`src/rtl/ghostmem_pkg.sv`:
```
`timescale 1ns/1ps
package ghostmem_pkg;
   // Kind of bus cycle seen this clock
   typedef enum logic [1:0] {
      ACC_IDLE  = 2'd0,
      ACC_READ  = 2'd1,
      ACC_WRITE = 2'd2,
      ACC_CLASH = 2'd3
   } acc_kind_e;

   function automatic acc_kind_e classify(input logic cs_n, input logic rd_n, input logic wr_n);
      if (cs_n)                 return ACC_IDLE;
      else if (!rd_n && !wr_n)  return ACC_CLASH;
      else if (!rd_n)           return ACC_READ;
      else if (!wr_n)           return ACC_WRITE;
      else                      return ACC_IDLE;
   endfunction
endpackage

```
`src/rtl/bank_select_decode.sv`:
```
`timescale 1ns/1ps
module bank_select_decode #(
   parameter int CPU_AW  = 16,
   parameter int SEL_BIT = 15,
   parameter int NBANK   = 2
) (
   input  logic [CPU_AW-1:0] addr,
   output logic [NBANK-1:0]  bank_en
);
   generate
      if (NBANK != 2) begin : g_bad_nbank
         $error("bank_select_decode: exactly two banks are supported");
      end
      if (SEL_BIT >= CPU_AW) begin : g_bad_sel
         $error("bank_select_decode: select bit outside address");
      end
   endgenerate

   // one bank sees the select bit as active-low, the other as active-high
   generate
      for (genvar g = 0; g < NBANK; g++) begin : g_pol
         if (g == 0) begin : g_low
            assign bank_en[g] = ~addr[SEL_BIT];
         end else begin : g_high
            assign bank_en[g] = addr[SEL_BIT];
         end
      end
   endgenerate
endmodule

```
`src/rtl/bank_store.sv`:
```
`timescale 1ns/1ps
module bank_store #(
   parameter int AW = 8,
   parameter int DW = 8
) (
   input  logic          clk,
   input  logic          rst_n,
   input  logic          en,
   input  logic          rd,
   input  logic          wr,
   input  logic [AW-1:0] addr,
   input  logic [DW-1:0] wdata,
   output logic [DW-1:0] rdata
);
   localparam int DEPTH = 1 << AW;

   generate
      if (AW < 1 || AW > 12) begin : g_bad_aw
         $error("bank_store: AW out of range");
      end
   endgenerate

   logic [DW-1:0] mem [DEPTH];

   always_ff @(posedge clk) begin
      if (en && wr) mem[addr] <= wdata;
   end

   assign rdata = (en && rd) ? mem[addr] : '0;

   // an enabled write lands at the addressed word
   a_r6_write_commit: assert property (@(posedge clk) disable iff (!rst_n)
      (en && wr) |=> (mem[$past(addr)] == $past(wdata)));

   // a read does not disturb the word it returned
   a_r7_read_keeps: assert property (@(posedge clk) disable iff (!rst_n)
      (en && rd && !wr) |=> (mem[$past(addr)] == $past(rdata)));
endmodule

```
`src/rtl/aliased_bank_mem.sv`:
```
`timescale 1ns/1ps
module aliased_bank_mem
   import ghostmem_pkg::*;
#(
   parameter int CPU_AW  = 16,
   parameter int BANK_AW = 8,
   parameter int DW      = 8,
   parameter int SEL_BIT = 15
) (
   input  logic              clk,
   input  logic              rst_n,
   input  logic [CPU_AW-1:0] addr_i,
   input  logic [DW-1:0]     wdata_i,
   input  logic              cs_n_i,
   input  logic              rd_n_i,
   input  logic              wr_n_i,
   output logic [DW-1:0]     rdata_o,
   output logic              ghost_o,
   output logic              conflict_o
);
   localparam int NBANK    = 2;
   localparam int GHOST_LO = BANK_AW;
   localparam int GHOST_HI = SEL_BIT - 1;

   generate
      if (SEL_BIT <= BANK_AW) begin : g_bad_split
         $error("aliased_bank_mem: select bit must sit above bank address");
      end
   endgenerate

   acc_kind_e     kind;
   logic          rd_go, wr_go, clash;
   logic [NBANK-1:0] bank_en;
   logic [DW-1:0] bank_rd [NBANK];
   logic          conflict_q;

   assign kind  = classify(cs_n_i, rd_n_i, wr_n_i);
   assign rd_go = (kind == ACC_READ);
   assign wr_go = (kind == ACC_WRITE);
   assign clash = (kind == ACC_CLASH);

   bank_select_decode #(.CPU_AW(CPU_AW), .SEL_BIT(SEL_BIT), .NBANK(NBANK)) u_dec (
      .addr    (addr_i),
      .bank_en (bank_en)
   );

   generate
      for (genvar b = 0; b < NBANK; b++) begin : g_bank
         bank_store #(.AW(BANK_AW), .DW(DW)) u_store (
            .clk   (clk),
            .rst_n (rst_n),
            .en    (bank_en[b]),
            .rd    (rd_go),
            .wr    (wr_go),
            .addr  (addr_i[BANK_AW-1:0]),
            .wdata (wdata_i),
            .rdata (bank_rd[b])
         );
      end
   endgenerate

   always_comb begin
      rdata_o = '0;
      for (int b = 0; b < NBANK; b++) rdata_o = rdata_o | bank_rd[b];
   end

   assign ghost_o = |addr_i[GHOST_HI:GHOST_LO];

   always_ff @(posedge clk or negedge rst_n) begin
      if (!rst_n) conflict_q <= 1'b0;
      else        conflict_q <= clash;
   end
   assign conflict_o = conflict_q;

   // a selected access enables exactly one bank
   a_r2_one_bank: assert property (@(posedge clk) disable iff (!rst_n)
      !cs_n_i |-> ($countones(bank_en) == 1));

   // no read data outside a clean read
   a_r5_quiet_bus: assert property (@(posedge clk) disable iff (!rst_n)
      (cs_n_i || rd_n_i || !wr_n_i) |-> (rdata_o == '0));

   // a clash is flagged on the next cycle
   a_r8_clash_flag: assert property (@(posedge clk) disable iff (!rst_n)
      (!cs_n_i && !rd_n_i && !wr_n_i) |=> conflict_o);

   // the flag only follows a clash
   a_r8_flag_cause: assert property (@(posedge clk) disable iff (!rst_n)
      conflict_o |-> $past(!cs_n_i && !rd_n_i && !wr_n_i));
endmodule

```
`config.mk`:
```
export PLATFORM = sky130hd
export DESIGN_NAME = aliased_bank_mem
export DESIGN_NICKNAME = d
export VERILOG_FILES = /design/src/rtl/ghostmem_pkg.sv /design/src/rtl/bank_select_decode.sv /design/src/rtl/bank_store.sv /design/src/rtl/aliased_bank_mem.sv
export SDC_FILE = /design/constraint.sdc
export NUM_CORES = 2
export LEC_CHECK = 0
export BUFFER_PORTS_ARGS = -buffer_cell sky130_fd_sc_hd__buf_2
export CAP_MARGIN = 30
export CORE_MARGIN = 2
export CORE_UTILIZATION = 60
export CTS_CLUSTER_DIAMETER = 100
export DETAILED_ROUTE_END_ITERATION = 16
export PLACE_DENSITY = 0.75
export REMOVE_ABC_BUFFERS = 1
export SETUP_SLACK_MARGIN = 0.05
export SLEW_MARGIN = 20
export SYNTH_ARGS = -nofsm -noshare
export SYNTH_HDL_FRONTEND = slang
export SYNTH_HIERARCHICAL = 1
export SYNTH_SLANG_ARGS = --single-unit
```
`constraint.sdc`:
```
create_clock -name clk -period 6.4 [get_ports clk]
set_input_delay 0.64 -clock clk [delete_from_list [all_inputs] [get_ports clk]]
set_output_delay 0.64 -clock clk [all_outputs]
set_load 0.005 [all_outputs]
```
=== After elaboration in Yosys (flattened, before gate mapping) ===
Memories as Yosys holds them, arrays and structs flattened.
Index checks and enable logic that the tools add are counted.

* Flip-flop bits (word level): 1
* Bits in writable memories: 4096
* Output and inout port bits: 10
* Word-level logic and storage cells: 26
* Memories: 2

* Equality and inequality tests: 3
* Mux-type cells: 10
* Bitwise gates (word level): 2
* Reductions and logical operators: 8

{| class="wikitable"
|+ Memories
! memory !! depth !! width !! rd ports !! clocked after Yosys merged registers in !! wr ports !! RTL line !! RTL
|-
| g_bank[0].u_store.mem || 256 || 8 || 1 || 0 || 1 || bank_store.sv:23 || <nowiki>logic [DW-1:0] mem [DEPTH];</nowiki>
|-
| g_bank[1].u_store.mem || 256 || 8 || 1 || 0 || 1 || bank_store.sv:23 ||
|}

{| class="wikitable"
|+ Operator list
! cell !! count
|-
| 2-to-1 mux 8 bit || 2
|-
| 2-to-1 mux 2 bit || 4
|-
| bitwise OR 8 bit || 1
|-
| OR reduction 7 bit || 1
|-
| logical AND 1 bit || 5
|-
| equality test 2 bit, second input constant || 2
|-
| 2-to-1 mux 1 bit || 4
|-
| equality test 2 x 1 -> 1 bit, second input constant || 1
|-
| zero test 1 bit || 2
|-
| NOT 1 bit || 1
|}

=== Longest topological paths before layout ===
* Depth in word-level cells: 8
* Gate-level depth with buffers: 13

=== Hierarchy ===
Netlist, hierarchy kept.

{| class="wikitable"
|+ By module, submodules not included
! module !! times used !! cells an instance !! area each (µm²)
|-
| bank_store || 2 || 3846 || 79747.7
|-
| aliased_bank_mem || 1 || 15 || 110.1
|-
| bank_select_decode || 1 || 2 || 11.3
|}

=== Worst setup path after synthesis ===
No wires, ideal clock.

* Kind: in2out
* From: input addr_i[0]
* To: output rdata_o[5]
* Data arrival time: 2.805 ns
* Required time: 5.760 ns
* Slack: 2.955 ns
* Cell stages on the path: 11
* Buffers on the path: 3
* Cell sequence: buf_6 buf_6 buf_2 mux4_2 mux2i_1 nor3_1 a311oi_1 nand4_1 nor3_1 nor3b_1 or2_2

{| class="wikitable"
|+ RTL lines
! element !! RTL line !! RTL
|-
| from (decl) || aliased_bank_mem.sv:12 || <nowiki>input logic [CPU_AW-1:0] addr_i,</nowiki>
|-
| to (decl) || aliased_bank_mem.sv:17 || <nowiki>output logic [DW-1:0] rdata_o,</nowiki>
|}

==> metrics.csv <==
metric,value,unit
tightest_slew,1.194,ns
power_density,309.7,nW/um^2
dpl.hpwl,229.7,mm
fmax,162.5,MHz
ir_drop,361.8,uV
p_leak,0.05499,uW
synth_warnings,6,
place.gp.congestion,0.9113,
worst_ep_arrival_time,5.51,ns
min_path_type,primary input to flop,
synth_area,159600,um^2
antenna_found_initial,23,
drive_gt1_share,19.79,%
tns,0,ns
avgSynthCellArea,20.71,um^2
synth-seq-cells,4097,
syn_to_final_growth,10.14,%
clockBufferDepth,4,
die_y,519.8,um
numPortBuffers,38,
relSlewSlack,20.41,%
synth_cell_type_count,56,
synth_flop_cell,edfxtp_1,
cts_made_buffers,397,
initial_core_util,60.27,%
cts_max_level,5,
post_drt_wl_per_cell,33.04,um
drt-initial-drc-count,12540,
cts-root-buf,clkbuf_16,
hold_buffers,4,
grt.total_usage,28.61,%
num-nets-final,7916,
die_x,519.8,um
rows,189,
ys_seq_area_share,77.07,%
cts.sinks,4097,
post_cts_resized,0,
path_clk_slew,0.06,ns
via_count,80870,
synth_edf_count,4096,
cts_tree,done,
async_reset_ff_share,0.02441,%
critPathKind,primary input to output pin,
first_pass_iters,6,
status,finished clean,
ant_nets,0,
finalHoldViolCount,0,
cp.required,5.76,ns
setup_viol,0,
num_io_pins,39,
post-route-period-util,96.15,%
critPathCaptureType,output pin,
core_area,264900,um^2
p_total,54450,uW
rsz0062_at_grt,no,
syn_inst,7709,
via_per_inst,6.890,
routed_wl,387.8,mm
grt_max_degree,218,
die_area,270200,um^2
crit_path_max_fanout,69,
startpoint,addr_i[3],
grt_pass1_vias,80650,
start_kind,primary input,
post-cts-setup-buffers,0,
grt_pass1_wl,561.8,mm
hold-worst-slack,0.1766,ns
grt.overflow.total,0,
utilization,66.38,%
drv_slew,0,
drc,0,
hold_start,wdata_i[1],
maxCapViolCount,0,
min_period,6.153,ns
kinds of logic (layout without fill, tap and decap cells):
group | Yosys count | after routing | synth area share [%]
mux | 1332 | 1332 | 14.48
other cells | 0 | 10 | 0
compound gates | 780 | 780 | 3.593
flops | 4097 | 4097 | 77.07
buf+inv | 470 | 956 | 1.935
simple gates | 1030 | 1030 | 2.918
sequential cells by signal, indices dropped and copies added (netlist names):
signal,flops
g_bank.u_store/mem,4096
conflict_o,1
cell usage after synthesis, types with 26 or more instances:
| cell type | number | share of area, % |
|---|---|---|
| a22oi_1 | 170 | 0.80 |
| nand4_1 | 50 | 0.20 |
| o221ai_1 | 28 | 0.15 |
| edfxtp_1 | 4096 | 77 |
| nand2_1 | 147 | 0.35 |
| buf_6 | 72 | 0.51 |
| nand3_1 | 88 | 0.28 |
| o22ai_1 | 76 | 0.30 |
| nor3_1 | 30 | 0.094 |
| clkbuf_1 | 146 | 0.34 |
| buf_1 | 26 | 0.061 |
| o21ai_0 | 64 | 0.20 |
| buf_4 | 29 | 0.14 |
| a22o_1 | 82 | 0.45 |
| mux2_2 | 36 | 0.25 |
| buf_2 | 148 | 0.46 |
| nor2_1 | 564 | 1.3 |
| and3_1 | 34 | 0.13 |
| buf_8 | 32 | 0.30 |
| a21oi_1 | 96 | 0.30 |
| mux4_2 | 778 | 11 |
| o211ai_1 | 46 | 0.22 |
| mux2i_1 | 518 | 3.2 |
| a221oi_1 | 96 | 0.53 |
worst max-delay path: stages:
cell and delay [ns]:
buf_8 0.46, and2_2 0.66, buf_4 0.39, a22oi_1 0.18, a22oi_1 0.23, o2111ai_1 0.24, o221ai_1 0.82, o211ai_1 0.63
nor3b_1 0.33, or2_2 0.42, buf_2 0.17
worst paths after layout:
check,to,cells past startpoint
setup / recovery,rdata_o[5],11
hold / removal,g_bank[1].u_store/mem[73][1],1
max in group asynchronous,conflict_o,3
min in group asynchronous,conflict_o,3
per-layer routing:
layer  wire [um]  part of all wire (%)  track usage (%)  up-vias
met1      143100                    37            40.95    42090
met2      182200                    47            43.96     5427
met3       49600                    13            7.243      784
met5          98                 0.025                0        -
met4       12810                   3.3            9.105       16
li1            -                     -                -    32560
placed cells by master (no fill, tap or decap), types with 50 or more instances in the layout:
master     synthesis  final
mux4_2           778    778
clkinv_1           2     96
clkinv_2           0     61
nor2_1           564    563
o21ai_0           64     64
mux2i_1          518    518
buf_4             29    153
a22o_1            82     82
nand2_1          147    147
o22ai_1           76     76
a221oi_1          96     96
clkbuf_1         146     86
edfxtp_1        4096   4096
nand3_1           88     88
clkbuf_16          0    399
a22oi_1          170    170
a21oi_1           96     96
nand4_1           50     50
where the power goes:
group,internal [uW],total [uW],switching [uW]
combinational,825,2510,1680
sequential,29500,29500,2.33
clock,12700,22400,9710
total,43100,54500,11400
cell type report:
| type | instances | area (um^2) |
|---|---|---|
| flip-flops and latches | 4097 | 123000 |
| fillers | 16460 | 89050 |
| multi-input cells | 3142 | 33550 |
| clock buffers | 485 | 10310 |
| well taps | 3533 | 4420 |
| repair buffers | 240 | 2425 |
| clock inverters | 222 | 2024 |
| inverters | 9 | 33.78 |
| diodes | 10 | 25.02 |
metrics by stage:
stage	cell area (um^2)	setup WS, ns	instances
6_report	175800	0.2466	11740
5_1_grt	175800	0.3157	11730
4_1_cts	175700	0.4696	11720
3_5_place_dp	163300	0.4801	11010
3_3_place_gp	163300	0.4410	11010
2_1_floorplan	156600	2.521	7248
Note: power is estimated with default switching activity, not from simulation.
